File: src/rtl/i2c_cd_pkg.sv
package i2c_cd_pkg;

    typedef enum logic [1:0] {
        ST_OFF  = 2'd0,
        ST_IDLE = 2'd1,
        ST_HOLD = 2'd2,
        ST_WAIT = 2'd3
    } cd_state_t;

endpackage

File: src/rtl/i2c_cd_sync.sv
module i2c_cd_sync #(
    parameter int            N       = 2,
    parameter int            STAGES  = 2,
    parameter logic [N-1:0]  RST_VAL = '1
) (
    input  logic         clk,
    input  logic         rst_n,
    input  logic [N-1:0] d,
    output logic [N-1:0] q
);
    logic [N-1:0] chain [STAGES];

    generate
        for (genvar s = 0; s < STAGES; s++) begin : g_stage
            always_ff @(posedge clk or negedge rst_n) begin
                if (!rst_n) begin
                    chain[s] <= RST_VAL;
                end else begin
                    if (s == 0) chain[s] <= d;
                    else        chain[s] <= chain[(s == 0) ? 0 : s-1];
                end
            end
        end
    endgenerate

    assign q = chain[STAGES-1];
endmodule

File: src/rtl/i2c_cd_runlen.sv
module i2c_cd_runlen #(
    parameter int W = 7
) (
    input  logic         clk,
    input  logic         rst_n,
    input  logic         restart,
    input  logic         restart_one,
    output logic [W-1:0] cnt
);
    always_ff @(posedge clk or negedge rst_n) begin
        if (!rst_n) begin
            cnt <= '0;
        end else if (restart) begin
            cnt <= restart_one ? W'(1) : '0;
        end else if (cnt != '1) begin
            cnt <= cnt + 1'b1;
        end
    end

    // R6/R7 run-length counters restart low
    a_r6_restart_low: assert property (@(posedge clk) disable iff (!rst_n)
        restart |=> (cnt <= W'(1)));
endmodule

File: src/rtl/i2c_cd_windows.sv
module i2c_cd_windows #(
    parameter int SSC_W     = 5,
    parameter int CNT_W     = 7,
    parameter int FAST_REL  = 4,
    parameter int FAST_SET  = 2,
    parameter int FAST_HOLD = 2,
    parameter int FAST_DLY  = 4
) (
    input  logic [SSC_W-1:0] ssc,
    input  logic             fast,
    output logic [CNT_W-1:0] rel_n,
    output logic [CNT_W-1:0] set_n,
    output logic [CNT_W-1:0] hold_n,
    output logic [CNT_W-1:0] dly_n
);
    logic [CNT_W-1:0] full, half;

    assign full = CNT_W'(ssc);
    assign half = CNT_W'(ssc >> 1);

    always_comb begin
        if (fast) begin
            rel_n  = CNT_W'(FAST_REL);
            set_n  = CNT_W'(FAST_SET);
            hold_n = CNT_W'(FAST_HOLD);
            dly_n  = CNT_W'(FAST_DLY);
        end else begin
            rel_n  = full + 1'b1;
            set_n  = half + 1'b1;
            hold_n = half;
            dly_n  = half + 1'b1;
        end
    end
endmodule

File: src/rtl/i2c_cond_detect.sv
module i2c_cond_detect
    import i2c_cd_pkg::*;
#(
    parameter int SSC_W     = 5,
    parameter int CNT_W     = 7,
    parameter int RESET_SSC = 24
) (
    input  logic             clk,
    input  logic             rst_n,
    input  logic             scl_in,
    input  logic             sda_in,
    input  logic             cfg_we,
    input  logic [SSC_W-1:0] cfg_ssc,
    input  logic             cfg_fast,
    input  logic             cfg_master,
    output logic             bus_busy,
    output logic             stop_irq,
    output logic             cfg_err
);
    localparam logic [SSC_W-1:0] RST_SSC = SSC_W'(RESET_SSC);

    // configuration
    logic [SSC_W-1:0] ssc_q;
    logic             fast_q, master_q;

    always_ff @(posedge clk or negedge rst_n) begin
        if (!rst_n) begin
            ssc_q    <= RST_SSC;
            fast_q   <= 1'b0;
            master_q <= 1'b0;
            cfg_err  <= 1'b0;
        end else if (cfg_we) begin
            ssc_q    <= cfg_ssc;
            fast_q   <= cfg_fast;
            master_q <= cfg_master;
            cfg_err  <= (cfg_ssc == '0) || cfg_ssc[0];
        end
    end

    // synchronized lines
    logic [1:0] lines_s;
    logic       s_scl, s_sda, sda_d, sda_edge;

    i2c_cd_sync #(.N(2), .STAGES(2), .RST_VAL(2'b11)) i_sync (
        .clk(clk), .rst_n(rst_n), .d({scl_in, sda_in}), .q(lines_s)
    );
    assign s_scl = lines_s[1];
    assign s_sda = lines_s[0];

    always_ff @(posedge clk or negedge rst_n) begin
        if (!rst_n) sda_d <= 1'b1;
        else        sda_d <= s_sda;
    end
    assign sda_edge = s_sda ^ sda_d;

    // run lengths
    logic [CNT_W-1:0] scl_run, sda_run;

    i2c_cd_runlen #(.W(CNT_W)) i_scl_run (
        .clk(clk), .rst_n(rst_n), .restart(!s_scl), .restart_one(1'b0), .cnt(scl_run)
    );
    i2c_cd_runlen #(.W(CNT_W)) i_sda_run (
        .clk(clk), .rst_n(rst_n), .restart(sda_edge), .restart_one(1'b1), .cnt(sda_run)
    );

    // windows
    logic [CNT_W-1:0] rel_n, set_n, hold_n, dly_n, dly_m1;

    i2c_cd_windows #(.SSC_W(SSC_W), .CNT_W(CNT_W)) i_win (
        .ssc(ssc_q), .fast(fast_q),
        .rel_n(rel_n), .set_n(set_n), .hold_n(hold_n), .dly_n(dly_n)
    );
    assign dly_m1 = dly_n - 1'b1;

    // controller
    cd_state_t        state, nxt;
    logic [CNT_W-1:0] tmr;
    logic             kind_start;
    logic             cand, bad, hold_met, dly_met, commit;

    assign cand     = s_scl && sda_edge && (scl_run >= rel_n) && (sda_run >= set_n);
    assign bad      = !s_scl || (s_sda != !kind_start);
    assign hold_met = (tmr >= hold_n);
    assign dly_met  = (tmr >= dly_m1);
    assign commit   = !cfg_err &&
                      (((state == ST_HOLD) && hold_met && dly_met) ||
                       ((state == ST_WAIT) && dly_met));

    always_comb begin
        nxt = state;
        unique case (state)
            ST_OFF:  nxt = ST_IDLE;
            ST_IDLE: if (cand) nxt = ST_HOLD;
            ST_HOLD: begin
                if (hold_met)  nxt = dly_met ? ST_IDLE : ST_WAIT;
                else if (bad)  nxt = ST_IDLE;
            end
            ST_WAIT: if (dly_met) nxt = ST_IDLE;
            default: nxt = ST_OFF;
        endcase
        if (cfg_err) nxt = ST_OFF;
    end

    always_ff @(posedge clk or negedge rst_n) begin
        if (!rst_n) state <= ST_IDLE;
        else        state <= nxt;
    end

    always_ff @(posedge clk or negedge rst_n) begin
        if (!rst_n) begin
            tmr        <= '0;
            kind_start <= 1'b0;
            bus_busy   <= 1'b0;
            stop_irq   <= 1'b0;
        end else begin
            stop_irq <= 1'b0;
            if (state == ST_IDLE && cand) begin
                tmr        <= CNT_W'(1);
                kind_start <= !s_sda;
            end else if (state == ST_HOLD || state == ST_WAIT) begin
                tmr <= tmr + 1'b1;
            end
            if (commit) begin
                bus_busy <= kind_start;
                stop_irq <= !kind_start && !master_q;
            end
        end
    end

    // assertions
    a_r9_irq_single: assert property (@(posedge clk) disable iff (!rst_n)
        stop_irq |=> !stop_irq);

    a_r9_irq_slave_clear: assert property (@(posedge clk) disable iff (!rst_n)
        stop_irq |-> (!bus_busy && !master_q));

    a_r10_err_disables: assert property (@(posedge clk) disable iff (!rst_n)
        cfg_err |=> (state == ST_OFF));

    a_r2_busy_from_ctrl: assert property (@(posedge clk) disable iff (!rst_n)
        !$stable(bus_busy) |-> ($past(state) == ST_HOLD || $past(state) == ST_WAIT));

    a_r8_wait_after_hold: assert property (@(posedge clk) disable iff (!rst_n)
        (state == ST_WAIT) |-> ($past(state) == ST_HOLD || $past(state) == ST_WAIT));
endmodule

File: config.mk
export PLATFORM = sky130hd
export DESIGN_NAME = i2c_cond_detect
export DESIGN_NICKNAME = d
export VERILOG_FILES = /design/src/rtl/i2c_cd_pkg.sv /design/src/rtl/i2c_cd_sync.sv /design/src/rtl/i2c_cd_runlen.sv /design/src/rtl/i2c_cd_windows.sv /design/src/rtl/i2c_cond_detect.sv
export SDC_FILE = /design/constraint.sdc
export NUM_CORES = 1
export LEC_CHECK = 0
export BUFFER_PORTS_ARGS = -buffer_cell sky130_fd_sc_hd__buf_4
export CAP_MARGIN = 20
export CORE_MARGIN = 4
export CORE_UTILIZATION = 65
export DETAILED_ROUTE_END_ITERATION = 10
export PLACE_DENSITY_LB_ADDON = 0.3
export REMOVE_ABC_BUFFERS = 1
export SYNTH_ARGS = -nofsm -noshare
export SYNTH_HDL_FRONTEND = slang
export SYNTH_SLANG_ARGS = --single-unit
File: constraint.sdc
create_clock -name clk -period 5.88 [get_ports clk]
set_clock_uncertainty 0.2 [all_clocks]
set_input_delay 0.588 -clock clk [delete_from_list [all_inputs] [get_ports clk]]
set_output_delay 0.588 -clock clk [all_outputs]
set_load 0.005 [all_outputs]
Word level (Yosys, flattened, before mapping)

Index checks and enable logic that the tools add are counted.

Memories kept: 0
Bits in read-only memories: 0
Bits in latches: 0
Output and inout port bits: 3
Memory bits (writable): 0
Register bits: 39

$add $sub $neg: 6
Bitwise logic cells: 1
$mul: 0
Equality and inequality tests: 10
Divide/modulo/power cells: 0
Shift operators: 0
Order comparisons: 4
Muxes and demuxes: 18
Reduce and logical (&&, ||, !) cells: 23

Operators by type and width:

| kind                  | count |
|---|---|
| $mux W7               | 8 |
| $ge A7 B7 Y1          | 4 |
| $add A7 B1 Y7 const B | 3 |
| $ne A7 B7 Y1 const B  | 2 |
| $mux W2               | 6 |
| $logic_and A1 B1 Y1   | 9 |
| $pmux W2 S4           | 1 |
| $sub A7 B1 Y7 const B | 1 |
| $add A5 B1 Y6 const B | 1 |
| $mux W6               | 1 |
| $ne A3 B3 Y1 const B  | 2 |
| $add A4 B1 Y5 const B | 1 |
| $logic_not A1 Y1      | 5 |
| $logic_not A5 Y1      | 1 |
| $eq A2 B2 Y1 const B  | 2 |
| $logic_or A1 B1 Y1    | 4 |
| $mux W4               | 1 |
| $ne A4 B4 Y1 const B  | 1 |
| $reduce_bool A2 Y1    | 2 |
| $reduce_and A3 Y1     | 1 |
| $eq A2 B1 Y1 const B  | 1 |
| $logic_not A2 Y1      | 1 |
| $ne A2 B1 Y1 const B  | 1 |
| $mux W1               | 1 |
| other kinds (2)       | 2 |

Depth between registers and ports, before layout

Depth after elaboration: 8
Gate-level depth with buffers: 15

Modules after synthesis

Synthesis repeated with hierarchy kept, for this count alone.

Cells, all modules: 303
Area total of the unflattened synthesis: 2,862.7 µm²

Modules (own cells, without submodules):

| module          | area an instance (µm²) | times used | cells each |
|---|---|---|---|
| i2c_cond_detect | 1,734.2                | 1          | 187 |
| i2c_cd_runlen   | 362.8                  | 2          | 35 |
| i2c_cd_windows  | 282.8                  | 1          | 40 |
| i2c_cd_sync     | 120.1                  | 1          | 6 |

Least setup slack after synthesis

Ideal clock, no wire load.

Kind: register to register
From: reg ssc_q[3]
To: reg state[1]
Slack: 2.843 ns
Data required time: 5.555 ns
Library setup time: 0.125 ns
Cell stages (with the launch flop): 15
Buffers on the path: 1
Arrival time: 2.712 ns
Cells stage by stage: dfstp_2 -> buf_2 -> nand3_1 -> xor2_1 -> nor2_1 -> inv_2 -> nand2_1 -> nand4_1 -> a21o_1 -> ha_1 -> and4_1 -> a21oi_1 -> o2bb2a_4 -> o21ai_2 -> mux2_4

Cells in the longest elaborated chain, start to end: 8
Elaborated cells between the ends (all ways): 21
Classes of those cells: add/sub (3); order compare (4); eq/ne (3); mux (8); reduce/logical (3)

RTL lines:

| what                   | RTL line                                   | text |
|---|---|---|
| start, declared        | i2c_cond_detect.sv:23                      | `logic [SSC_W-1:0] ssc_q;` |
| start signal, assigned | i2c_cond_detect.sv:33                      | `ssc_q <= cfg_ssc;` |
| $add A4 B1 Y5          | i2c_cd_windows.sv:29, i2c_cd_windows.sv:31 |  |
| $mux W7                | i2c_cd_windows.sv:22                       | `if (fast) begin` |
| $sub A7 B1 Y7          | i2c_cond_detect.sv:73                      | `assign dly_m1 = dly_n - 1'b1;` |
| $ge A7 B7 Y1           | i2c_cond_detect.sv:84                      | `assign dly_met = (tmr >= dly_m1);` |
| $mux W2 (2 in series)  | i2c_cond_detect.sv:95                      | `if (hold_met) nxt = dly_met ? ST_IDLE : ST_WAIT;` |
| $pmux W2 S4            | i2c_cond_detect.sv:91                      | `unique case (state)` |
| $mux W2                | i2c_cond_detect.sv:101                     | `if (cfg_err) nxt = ST_OFF;` |
| end signal, assigned   | i2c_cond_detect.sv:106                     | `else state <= nxt;` |
| end, declared          | i2c_cond_detect.sv:76                      | `cd_state_t state, nxt;` |

Several ways; a longest one is shown, not always the timed one.
A chain may end at the register's enable or synchronous reset.

Final worst setup path

Same ends and word-level chain as after synthesis.

==> impl_metrics.json <==
{
  "crit_start": "ssc_q[3]$_DFFE_PN1P_",
  "syn_area_mm2": 0.002516,
  "slew_headroom_pct": 68.33,
  "cap_violations": 0,
  "clkPwrFrac_pct": 25.6,
  "p_leak_uw": 0.001282,
  "rsz0062_at_grt": "false",
  "grt_usage_pct": 20.02,
  "ys.flop_type": "dfrtp_1",
  "multi_input_area_mm2": 0.001453,
  "period_needed_ns": 3.156,
  "final-setup-viol-count": 0,
  "layout-drive-gt1-share_pct": 14.66,
  "num_antenna_cells": 0,
  "cp.depth": 13,
  "crit_required_ns": 5.86,
  "die_w_um": 70.22,
  "seq_power_share_pct": 42.5,
  "dr.pass1.iters": 4,
  "syn_inst": 252,
  "yosysWarnings": 0,
  "ys_ff_latch": 39,
  "fillers": 259,
  "critPathArrivalTime_ns": 3.13,
  "critPathTopFamily": "compound AO/OA/AOI/OAI gates",
  "cp_cell_sequence": "nand3_1 > xor2_1 > nor2_1 > inv_2 > nand2_1 > nand4_1 > a21o_1 > ha_1 > and4_1 > a21oi_1 > o2bb2a_4 > o21ai_2 > mux2_4",
  "ctsRootBufferMaster": "clkbuf_8",
  "final_core_util_pct": 74.59,
  "critPathSlowestCell": "dfstp_2",
  "die_y_um": 70.22,
  "syn_avg_cell_area_um2": 9.985,
  "gp_congestion": 0.9223,
  "cts_tree": "done",
  "worstSetupPathType": "reg -> reg",
  "cts_buffer_depth": 2,
  "synth_xor_area_share_pct": 7.608,
  "drt_iter0_markers": 76,
  "synth_top_family_by_area": "simple AND/OR/NAND/NOR gates",
  "yosysUniqueCellTypes": 47,
  "holdBufCountCts": 0,
  "path_max_fanout": 10,
  "p_sw_share_pct": 33.70,
  "combPwrFrac_pct": 31.9,
  "start_util_pct": 68.22,
  "crit_path_max_incr_delay_ns": 0.63,
  "hold_class": "in -> async",
  "worstRegToRegCells": 13,
  "fin_crit_sh_pct": 53.67,
  "synth-edff-count": 0,
  "regArea_um2": 985.9,
  "finalHoldViolCount": 0,
  "numPortBuffers": 14,
  "dieArea_mm2": 0.004930,
  "start_kind": "register",
  "core-area_mm2": 0.003689,
  "ant_nets": 0,
  "post_drt_wl_per_cell_um": 14.08,
  "vias": 1845,
  "pin_count": 15,
  "ir_worst_vdd_mv": 0.1923,
  "worst-r2r-setup-slack_ns": 2.72,
  "endpoint": "state[1]$_DFFE_PN0P_",
  "status": "finished, final reports clean",
  "async_flop_share_pct": 100.0,
  "setup_tns_ns": 0,
  "regToRegEndpoint": "state[1]$_DFFE_PN0P_",
  "p_switching_uw": 286.4,
  "worst_pin_slew_ns": 0.4751,
  "place_ws_ns": 2.747,
  "htreeDepth": 2,
  "grt_pass1_vias": 1756,
  "postLayoutCellArea_mm2": 0.002751,
  "cts.repair.resized": 0,
  "synthAdderAreaFrac_pct": 15.42,
  "areaGrowthSynthToFinish_pct": 9.349,
  "routed_wl_um": 4421,
  "post-cts-setup-buffers": 0,
  "synth-simple-area-share_pct": 18.75,
  "grt_max_degree": 40,
  "grt_pass1_wl_um": 7866,
  "cts_num_sinks": 39,
  "layout.nets": 309,
  "drcViolationCount": 0,
  "synth_compound_gate_area_share_pct": 10.89,
  "synthMuxAreaShare_pct": 5.072,
  "cellInternalPower_uw": 563.4,
  "fin_ws_ns": 2.724,
  "yosysSeqAreaShare_pct": 39.18,
  "routed_via_density": 5.876,
  "pwr_density_cell_mw_per_mm2": 308.9,
  "r2r-start": "ssc_q[3]$_DFFE_PN1P_",
  "clock_latency_ns": 0.29,
  "overflow": 0,
  "slew_viol_final": 0,
  "path_buf_inv": 1,
  "antenna_found_initial": 0,
  "path_clk_slew_ns": 0.08,
  "dp_hpwl_um": 3432,
  "cts_buffers": 5,
  "crit_path_end_kind": "register",
  "row_count": 22,
  "max_freq_mhz": 316.9,
  "finalPower_uw": 849.8,
  "place_area_mm2": 0.002645
}
placed cells by master, fill, tap and decap left out, types with 2 or more instances in the layout:
| cell type | instances |
|---|---|
| dfrtp_1 | 31 |
| dfstp_2 | 8 |
| or2_1 | 3 |
| nor3b_1 | 2 |
| xnor2_1 | 10 |
| a21o_1 | 3 |
| mux2_1 | 5 |
| and2_1 | 8 |
| clkbuf_8 | 5 |
| a31oi_1 | 3 |
| buf_4 | 14 |
| or3_1 | 2 |
| nand4_1 | 6 |
| mux2i_1 | 3 |
| o21ai_0 | 10 |
| nor3_1 | 2 |
| mux2_4 | 2 |
| a21oi_1 | 8 |
| o2111ai_1 | 2 |
| xor2_1 | 10 |
| nor2_1 | 26 |
| nand2_1 | 16 |
| nand2b_1 | 9 |
| inv_1 | 10 |
| o21ai_1 | 2 |
| nor2b_1 | 6 |
| ha_1 | 31 |
| nand3_1 | 9 |
power groups by stage:
stage	Sequential (uW)	Clock, uW	Combinational (uW)
floorplan	351	0	212
detailed placement	366	0	271
finish	361	218	271
CTS	360	222	272
global route	368	237	312
global placement	364	0	261
sequential cells by signal (all words and copies together) (netlist names):
signal,flops
i_scl_run.cnt,7
i_sda_run.cnt,7
tmr,7
ssc_q,5
i_sync.chain,2
i_sync.q,2
state,2
bus_busy,1
cfg_err,1
fast_q,1
kind_start,1
master_q,1
sda_d,1
stop_irq,1
routing by layer:
| metal | up-vias | GRT usage [%] | share of wire [%] |
|---|---|---|---|
| li1 | 909 | - | - |
| met1 | 889 | 26.04 | 46 |
| met2 | 39 | 32.84 | 48 |
| met3 | 8 | 4.460 | 3.9 |
| met4 | 0 | 7.021 | 1.7 |
| met5 | - | 0 | 0 |
metrics by stage:
stage | hold WS (ns) | std cells
global placement | 0.1461 | 307
floorplan | 0.09241 | 245
global route | 0.08366 | 314
finish | 0.05432 | 314
CTS | 0.06650 | 314
detailed placement | 0.1485 | 307
cell families after synthesis:
logic type | count (synthesis)
AOI/OAI and AO/OA | 39
xor gates and xnor gates | 21
adders and majority gates | 31
buffers and inverters | 18
DFF | 39
muxes | 11
and+or+nand+nor | 93
area by class of cell:
| cell class | instances | area share [%] |
|---|---|---|
| timing repair buffer | 14 | 3.820 |
| inverter | 11 | 1.501 |
| clock buffer | 5 | 2.501 |
| clock inverter | 2 | 1.364 |
| tap | 48 | 2.183 |
| sequential | 39 | 35.83 |
| multi-input combinational | 195 | 52.80 |
synthesized netlist by cell type, types with 3 or more instances:
cell type   n  area (um2)
xnor2_1    10       87.58
or2_1       3       18.77
nand2b_1    9       56.30
nand2_1    16       60.06
a21oi_1     8       40.04
nor2_1     26       97.59
mux2i_1     3       30.03
dfstp_2     8       210.2
and2_1      8       50.05
nand3_1     9       45.04
a21o_1      3       22.52
mux2_1      5       56.30
a31oi_1     3       18.77
dfrtp_1    31       775.7
o21ai_0    10       50.05
nor2b_1     6       37.54
inv_1      10       37.54
nand4_1     6       37.54
xor2_1     10       87.58
clkbuf_1    4       15.01
ha_1       31       387.9
worst min path at each step:
stage                                    startpoint                            to  slack, ns  cells past startpoint
after floorplan                               rst_n          bus_busy$_DFFE_PN0P_       0.09                      0
after global placement    i_sync.chain[3]$_DFF_PN1_         i_sync.q[1]$_DFF_PN1_       0.15                      0
after detailed placement  i_sync.chain[2]$_DFF_PN1_         i_sync.q[0]$_DFF_PN1_       0.15                      0
after CTS                                     rst_n  i_sda_run.cnt[6]$_DFFE_PN0P_       0.07                      1
after global routing                          rst_n          ssc_q[0]$_DFFE_PN0P_       0.08                      1
final                                         rst_n            tmr[3]$_DFFE_PN0P_       0.05                      1
Power figures use the tool's default switching activity.
